File: src/rtl/wrt_pkg.sv
package wrt_pkg;
  localparam int unsigned WRT_NUM_REGS   = 16;
  localparam int unsigned WRT_OFF_W      = 12;
  localparam int unsigned WRT_LINE_BYTES = 64;
  localparam int unsigned WRT_WAY_W      = 2;
  localparam int unsigned WRT_SET_W      = 6;
  localparam int unsigned WRT_BOUND_W    = 14;
endpackage

File: src/rtl/wrt_bound_calc.sv
module wrt_bound_calc #(
  parameter int unsigned OFF_W   = 12,
  parameter int unsigned POS_W   = 6,
  parameter int unsigned BOUND_W = 14
) (
  input  logic signed [OFF_W-1:0]   off_i,
  input  logic        [POS_W-1:0]   pos_i,
  output logic signed [BOUND_W-1:0] bound_o
);
  logic signed [BOUND_W-1:0] off_ext;
  logic signed [BOUND_W-1:0] pos_ext;

  always_comb begin
    off_ext = {{(BOUND_W-OFF_W){off_i[OFF_W-1]}}, off_i};
    pos_ext = {{(BOUND_W-POS_W){1'b0}}, pos_i};
    bound_o = off_ext - pos_ext;
  end
endmodule

File: src/rtl/wrt_range_check.sv
module wrt_range_check #(
  parameter int unsigned OFF_W      = 12,
  parameter int unsigned BOUND_W    = 14,
  parameter int unsigned LINE_BYTES = 64
) (
  input  logic                      valid_i,
  input  logic signed [BOUND_W-1:0] bound_i,
  input  logic signed [OFF_W-1:0]   off_i,
  output logic                      hit_o
);
  localparam int unsigned CW = BOUND_W + 2;

  logic signed [CW-1:0] lo, hi, off;

  always_comb begin
    lo    = {{2{bound_i[BOUND_W-1]}}, bound_i};
    hi    = lo + CW'(LINE_BYTES);
    off   = {{(CW-OFF_W){off_i[OFF_W-1]}}, off_i};
    hit_o = valid_i && (off >= lo) && (off < hi);
  end
endmodule

File: src/rtl/wrt_entry.sv
module wrt_entry #(
  parameter int unsigned OFF_W   = 12,
  parameter int unsigned BOUND_W = 14,
  parameter int unsigned PTR_W   = 8
) (
  input  logic                      clk_i,
  input  logic                      rst_ni,
  input  logic                      rb_sel_i,
  input  logic signed [BOUND_W-1:0] rb_bound_i,
  input  logic        [PTR_W-1:0]   rb_ptr_i,
  input  logic                      wr_sel_i,
  input  logic                      wr_addi_i,
  input  logic signed [OFF_W-1:0]   wr_imm_i,
  output logic                      valid_o,
  output logic signed [BOUND_W-1:0] bound_o,
  output logic        [PTR_W-1:0]   ptr_o
);
  localparam int unsigned XW = BOUND_W + 1;

  logic                      valid_q;
  logic signed [BOUND_W-1:0] bound_q;
  logic        [PTR_W-1:0]   ptr_q;
  logic signed [XW-1:0]      imm_ext, shifted;
  logic                      ovf;

  always_comb begin
    imm_ext = {{(XW-OFF_W){wr_imm_i[OFF_W-1]}}, wr_imm_i};
    shifted = {bound_q[BOUND_W-1], bound_q} - imm_ext;
    ovf     = shifted[XW-1] ^ shifted[XW-2];
  end

  // rebuild has priority over a register update
  always_ff @(posedge clk_i or negedge rst_ni) begin
    if (!rst_ni) begin
      valid_q <= 1'b0;
      bound_q <= '0;
      ptr_q   <= '0;
    end else if (rb_sel_i) begin
      valid_q <= 1'b1;
      bound_q <= rb_bound_i;
      ptr_q   <= rb_ptr_i;
    end else if (wr_sel_i) begin
      if (!wr_addi_i || ovf) begin
        valid_q <= 1'b0;
      end else begin
        bound_q <= shifted[BOUND_W-1:0];
      end
    end
  end

  assign valid_o = valid_q;
  assign bound_o = bound_q;
  assign ptr_o   = ptr_q;

  assert_clear_on_write_R4: assert property (@(posedge clk_i) disable iff (!rst_ni)
    (wr_sel_i && !wr_addi_i && !rb_sel_i) |=> !valid_q);

  assert_rebuild_wins_R7: assert property (@(posedge clk_i) disable iff (!rst_ni)
    rb_sel_i |=> (valid_q && bound_q == $past(rb_bound_i) && ptr_q == $past(rb_ptr_i)));

  assert_addi_shift_R5: assert property (@(posedge clk_i) disable iff (!rst_ni)
    (wr_sel_i && wr_addi_i && !rb_sel_i) |=>
      (!valid_q || ({bound_q[BOUND_W-1], bound_q} ==
                    {$past(bound_q[BOUND_W-1]), $past(bound_q)} - $past(imm_ext))));

  assert_hold_R10: assert property (@(posedge clk_i) disable iff (!rst_ni)
    (!rb_sel_i && !wr_sel_i) |=> ($stable(valid_q) && $stable(bound_q) && $stable(ptr_q)));
endmodule

File: src/rtl/way_record_table.sv
module way_record_table
  import wrt_pkg::*;
#(
  parameter int unsigned NUM_REGS   = WRT_NUM_REGS,
  parameter int unsigned OFF_W      = WRT_OFF_W,
  parameter int unsigned LINE_BYTES = WRT_LINE_BYTES,
  parameter int unsigned WAY_W      = WRT_WAY_W,
  parameter int unsigned SET_W      = WRT_SET_W,
  parameter int unsigned BOUND_W    = WRT_BOUND_W,
  localparam int unsigned REG_W     = $clog2(NUM_REGS),
  localparam int unsigned POS_W     = $clog2(LINE_BYTES)
) (
  input  logic                    clk_i,
  input  logic                    rst_ni,
  input  logic                    lk_valid_i,
  input  logic [REG_W-1:0]        lk_reg_i,
  input  logic signed [OFF_W-1:0] lk_off_i,
  input  logic                    rb_valid_i,
  input  logic [REG_W-1:0]        rb_reg_i,
  input  logic signed [OFF_W-1:0] rb_off_i,
  input  logic [POS_W-1:0]        rb_pos_i,
  input  logic [WAY_W-1:0]        rb_way_i,
  input  logic [SET_W-1:0]        rb_set_i,
  input  logic                    wr_valid_i,
  input  logic [REG_W-1:0]        wr_reg_i,
  input  logic                    wr_addi_i,
  input  logic signed [OFF_W-1:0] wr_imm_i,
  output logic                    acc_valid_o,
  output logic                    direct_o,
  output logic [WAY_W-1:0]        way_o,
  output logic [SET_W-1:0]        set_o
);
  localparam int unsigned PTR_W = SET_W + WAY_W;

  logic signed [BOUND_W-1:0] rb_bound;
  logic [PTR_W-1:0]          rb_ptr;
  logic                      valid_a [NUM_REGS];
  logic signed [BOUND_W-1:0] bound_a [NUM_REGS];
  logic [PTR_W-1:0]          ptr_a   [NUM_REGS];

  assign rb_ptr = {rb_set_i, rb_way_i};

  wrt_bound_calc #(.OFF_W(OFF_W), .POS_W(POS_W), .BOUND_W(BOUND_W)) u_bound (
    .off_i(rb_off_i), .pos_i(rb_pos_i), .bound_o(rb_bound)
  );

  for (genvar g = 0; g < NUM_REGS; g++) begin : g_ent
    wrt_entry #(.OFF_W(OFF_W), .BOUND_W(BOUND_W), .PTR_W(PTR_W)) u_ent (
      .clk_i     (clk_i),
      .rst_ni    (rst_ni),
      .rb_sel_i  (rb_valid_i && (rb_reg_i == REG_W'(g))),
      .rb_bound_i(rb_bound),
      .rb_ptr_i  (rb_ptr),
      .wr_sel_i  (wr_valid_i && (wr_reg_i == REG_W'(g))),
      .wr_addi_i (wr_addi_i),
      .wr_imm_i  (wr_imm_i),
      .valid_o   (valid_a[g]),
      .bound_o   (bound_a[g]),
      .ptr_o     (ptr_a[g])
    );
  end

  // forward a same-cycle rebuild to the lookup
  logic                      fwd;
  logic                      sel_valid;
  logic signed [BOUND_W-1:0] sel_bound;
  logic [PTR_W-1:0]          sel_ptr;
  logic                      hit;

  always_comb begin
    fwd       = rb_valid_i && (rb_reg_i == lk_reg_i);
    sel_valid = fwd ? 1'b1     : valid_a[lk_reg_i];
    sel_bound = fwd ? rb_bound : bound_a[lk_reg_i];
    sel_ptr   = fwd ? rb_ptr   : ptr_a[lk_reg_i];
  end

  wrt_range_check #(.OFF_W(OFF_W), .BOUND_W(BOUND_W), .LINE_BYTES(LINE_BYTES)) u_chk (
    .valid_i(sel_valid), .bound_i(sel_bound), .off_i(lk_off_i), .hit_o(hit)
  );

  always_ff @(posedge clk_i or negedge rst_ni) begin
    if (!rst_ni) begin
      acc_valid_o <= 1'b0;
      direct_o    <= 1'b0;
      way_o       <= '0;
      set_o       <= '0;
    end else begin
      acc_valid_o <= lk_valid_i;
      direct_o    <= lk_valid_i && hit;
      way_o       <= (lk_valid_i && hit) ? sel_ptr[WAY_W-1:0] : '0;
      set_o       <= (lk_valid_i && hit) ? sel_ptr[PTR_W-1:WAY_W] : '0;
    end
  end

  assert_direct_has_access_R2: assert property (@(posedge clk_i) disable iff (!rst_ni)
    direct_o |-> acc_valid_o);

  assert_idle_no_access_R2: assert property (@(posedge clk_i) disable iff (!rst_ni)
    !lk_valid_i |=> (!acc_valid_o && !direct_o));

  assert_gated_ptr_R11: assert property (@(posedge clk_i) disable iff (!rst_ni)
    !direct_o |-> (way_o == '0 && set_o == '0));

  assert_fwd_valid_R8: assert property (@(posedge clk_i) disable iff (!rst_ni)
    (lk_valid_i && rb_valid_i && rb_reg_i == lk_reg_i && lk_off_i == rb_off_i) |=> direct_o);
endmodule

File: config.mk
export PLATFORM = sky130hd
export DESIGN_NAME = way_record_table
export DESIGN_NICKNAME = d
export VERILOG_FILES = /design/src/rtl/wrt_pkg.sv /design/src/rtl/wrt_bound_calc.sv /design/src/rtl/wrt_range_check.sv /design/src/rtl/wrt_entry.sv /design/src/rtl/way_record_table.sv
export SDC_FILE = /design/constraint.sdc
export NUM_CORES = 1
export LEC_CHECK = 0
export ABC_CLOCK_PERIOD_IN_PS = 3400
export BUFFER_PORTS_ARGS = -buffer_cell sky130_fd_sc_hd__buf_2
export CAP_MARGIN = 15
export CORE_UTILIZATION = 40
export CTS_BUF_LIST = sky130_fd_sc_hd__clkbuf_8
export CTS_CLUSTER_DIAMETER = 50
export DETAILED_ROUTE_END_ITERATION = 7
export SYNTH_ARGS = -nofsm -noshare
export SYNTH_HDL_FRONTEND = slang
export SYNTH_SLANG_ARGS = --single-unit
File: constraint.sdc
create_clock -name clk_i -period 3.4 [get_ports clk_i]
set_clock_uncertainty 0.05 [all_clocks]
set_input_delay 0.17 -clock clk_i [delete_from_list [all_inputs] [get_ports clk_i]]
set_output_delay 0.17 -clock clk_i [all_outputs]
set_load 0.02 [all_outputs]
==> results.json <==
{
  "grt_pass1_wl_um": 189000,
  "finalNetCount": 4422,
  "syn_avg_cell_area_um2": 8.72,
  "core_area_um2": 77300,
  "status": "finished with violations",
  "initialDrtViolationCount": 2983,
  "worst-path-max-fanout": 4,
  "routed.top_layer": "met5",
  "path_clk_slew_ns": 0.06,
  "critPathKind": "register to register",
  "overflow": 0,
  "yosys-top-cells-area": "dfrtp_1 (30%), ha_1 (10%), mux4_2 (8.2%), nand2_1 (7.4%), a21oi_1 (4.7%)",
  "cts_buffer_depth": 3,
  "die_area_um2": 79200,
  "fin_ws_ns": -0.271,
  "worstPathArrival_ns": 4.20,
  "synth.distinct_cells": 76,
  "drt_wl_total_um": 127000,
  "finalNonFillerCells": 5175,
  "synth_edf_count": 0,
  "hp-class": "input pin to async pin",
  "route.detailed.drc": 0,
  "yosysTopAreaCell": "dfrtp_1",
  "vias": 31200,
  "cap_violations": 0,
  "hold_viol": 0,
  "reg2reg_depth": 13,
  "report.power.total_w": 0.0289,
  "place.gp.congestion": 1.02,
  "tightestPinTransition_ns": 1.02,
  "fp.dieW_um": 281,
  "io_pins": 78,
  "firstDrtPassIters": 6,
  "ys_seq_area_share_pct": 30.3,
  "wl_per_cell_um": 24.4,
  "timing.rr.end": "direct_o",
  "syn2layout_area_growth_pct": 22.4,
  "dominantRegCellSynth": "dfrtp_1",
  "maxSlewViolCount": 0,
  "endpoint_kind": "register",
  "powerDensity_nw_per_um2": 755,
  "htree_levels": 3,
  "startpoint_type": "register",
  "ys_seq_elements": 378,
  "clkLatencyLatePin_ns": 0.71,
  "vias_per_cell": 6.03,
  "synth.most_common_cell": "nand2_1",
  "relSlewSlack_pct": 32.0,
  "synthesis.nets": 3917,
  "violations": "setup timing",
  "start_util_pct": 40.4,
  "ir_drop_v": 0.000304,
  "grt_usage_pct": 32.0,
  "syn_inst": 3579,
  "ctsRootBufferMaster": "clkbuf_8",
  "async_reset_ff_share_pct": 100,
  "max_freq_mhz": 272,
  "grt_max_degree": 86,
  "dp_cells": 5025,
  "cellLeakagePower_nw": 17.4,
  "cts_buffers": 75,
  "period_needed_ns": 3.67,
  "rsz0062_at_grt": "yes",
  "antenna_found_initial": 3,
  "synth_area_um2": 31200,
  "finalSetupViolations": 9,
  "cts_tree": "yes",
  "fp.dieH_um": 281,
  "yosys_warnings": 0,
  "netlist_top_cells_count": "nand2_1 (613), dfrtp_1 (378), nor2_1 (338)",
  "cts.sinks": 378,
  "grt_pass1_vias": 29900,
  "route.met3.wl_um": 9640,
  "fin_tns_setup_ns": -2.38,
  "rows": 102,
  "netlist.area_leader.share_pct": 30.3,
  "hpwl_um": 93900,
  "wl_met2_um": 57200,
  "wl_met1_um": 52700,
  "drive_gt1_share_pct": 22.4,
  "r2r_start": "g_ent[6].u_ent.bound_o[1]",
  "portBuffers": 77,
  "ant_nets": 0,
  "r2r_slack_ns": -0.27,
  "min_period_over_period_pct": 108,
  "worstPathRequired_ns": 3.92
}
critical path, stage by stage (launching register included):
cell and delay [ns]:
dfrtp_1 0.40, mux4_2 0.54, mux4_2 0.51, a21oi_2 0.14
ha_1 0.26, nor2b_4 0.13, o21a_1 0.17, o21a_1 0.21
o31ai_4 0.23, a211oi_2 0.11, maj3_2 0.36, buf_12 0.15
o211ai_4 0.22, inv_1 0.06
flip-flops by register name (all words and copies together) (netlist names):
register,cells
g_ent.u_ent.bound_o,224
acc_valid_o,1
g_ent.u_ent.ptr_o,128
g_ent.u_ent.valid_o,16
set_o,6
way_o,2
direct_o,1
cells in the final DEF, fill, tap and decap left out, drive strengths merged, types with 24 or more instances in the layout:
cell      n
buf     551
o22ai    24
clkbuf   89
dfrtp   378
mux4    114
a21o     29
a21boi   26
inv     138
nor2    338
a31oi    56
a221o    90
a22oi    35
or2      30
nor4     25
nor3     80
nand3    44
o31a     54
a21oi   305
a211oi   29
xnor2    77
o21a     75
mux2i    42
nand2   613
o21ai   244
ha      253
o31ai    38
a221oi   28
nor2b    51
repair_timing:
item / in CTS / in global routing
gates resized for setup: 15 / 22
pin swaps: 10 / 14
hold buffers: 16 / 0
endpoints found under the hold margin: 299 / 0
gates cloned: 1 / 0
setup buffers: 3 / 2
endpoints found under the setup margin: 9 / 81
where the power goes:
part           total (W)  switching [W]  internal, W
Sequential       0.00727        0.00138      0.00589
Clock            0.00473        0.00225      0.00247
Combinational     0.0169        0.00889      0.00797
metal layers:
metal / vias up / global-route usage, %
li1: 14300 / -
met3: 339 / 5.27
met1: 15200 / 41.9
met2: 1348 / 50.6
met5: - / 0
met4: 2 / 16.8
cells by family (layout without fill, tap and decap cells):
| kind of cell | Yosys count | count (layout) | share of synthesized area [%] |
|---|---|---|---|
| fa+ha+maj | 271 | 271 | 11.3 |
| flops | 378 | 378 | 30.3 |
| mux | 179 | 179 | 10.5 |
| xor+xnor | 100 | 100 | 2.83 |
| simple gates | 1287 | 1287 | 18.2 |
| compound gates | 1104 | 1105 | 23.6 |
| buf+inv | 260 | 812 | 3.24 |
| other cells | 0 | 3 | 0 |
final cells by class:
cell class / instances / area, µm²
Clock inverter: 36 / 234
Clock buffer: 89 / 1220
Tap cell: 1040 / 1300
Sequential cell: 378 / 9460
Timing Repair Buffer: 567 / 4460
Fill cell: 7412 / 39100
Multi-Input combinational cell: 2942 / 21100
Antenna cell: 3 / 7.51
Inverter: 120 / 450
per-stage QoR:
step | area, µm² | setup slack [ns] | hold WS, ns | util (%)
3_5_place_dp | 36300 | -0.661 | 0.198 | 47.0
6_report | 38200 | -0.271 | 0.0232 | 49.4
2_1_floorplan | 31300 | -0.176 | -0.176 | -
5_1_grt | 38200 | -0.350 | 0.0834 | 49.4
4_1_cts | 38100 | -0.244 | 0.0450 | 49.3
3_3_place_gp | 36300 | -0.661 | 0.190 | 47.0
worst max-delay path by stage:
stage               slack [ns]        to  cells past startpoint                       from
floorplan                -0.18  set_o[0]                     16                lk_reg_i[0]
global route             -0.35  set_o[2]                     14  g_ent[7].u_ent.bound_o[7]
global placement         -0.66  set_o[5]                     15                lk_reg_i[0]
finish                   -0.27  direct_o                     13  g_ent[6].u_ent.bound_o[1]
CTS                      -0.24  way_o[0]                     14  g_ent[7].u_ent.bound_o[7]
detailed placement       -0.66  way_o[0]                     13                lk_reg_i[0]
Note: power is estimated with default switching activity, not from simulation.
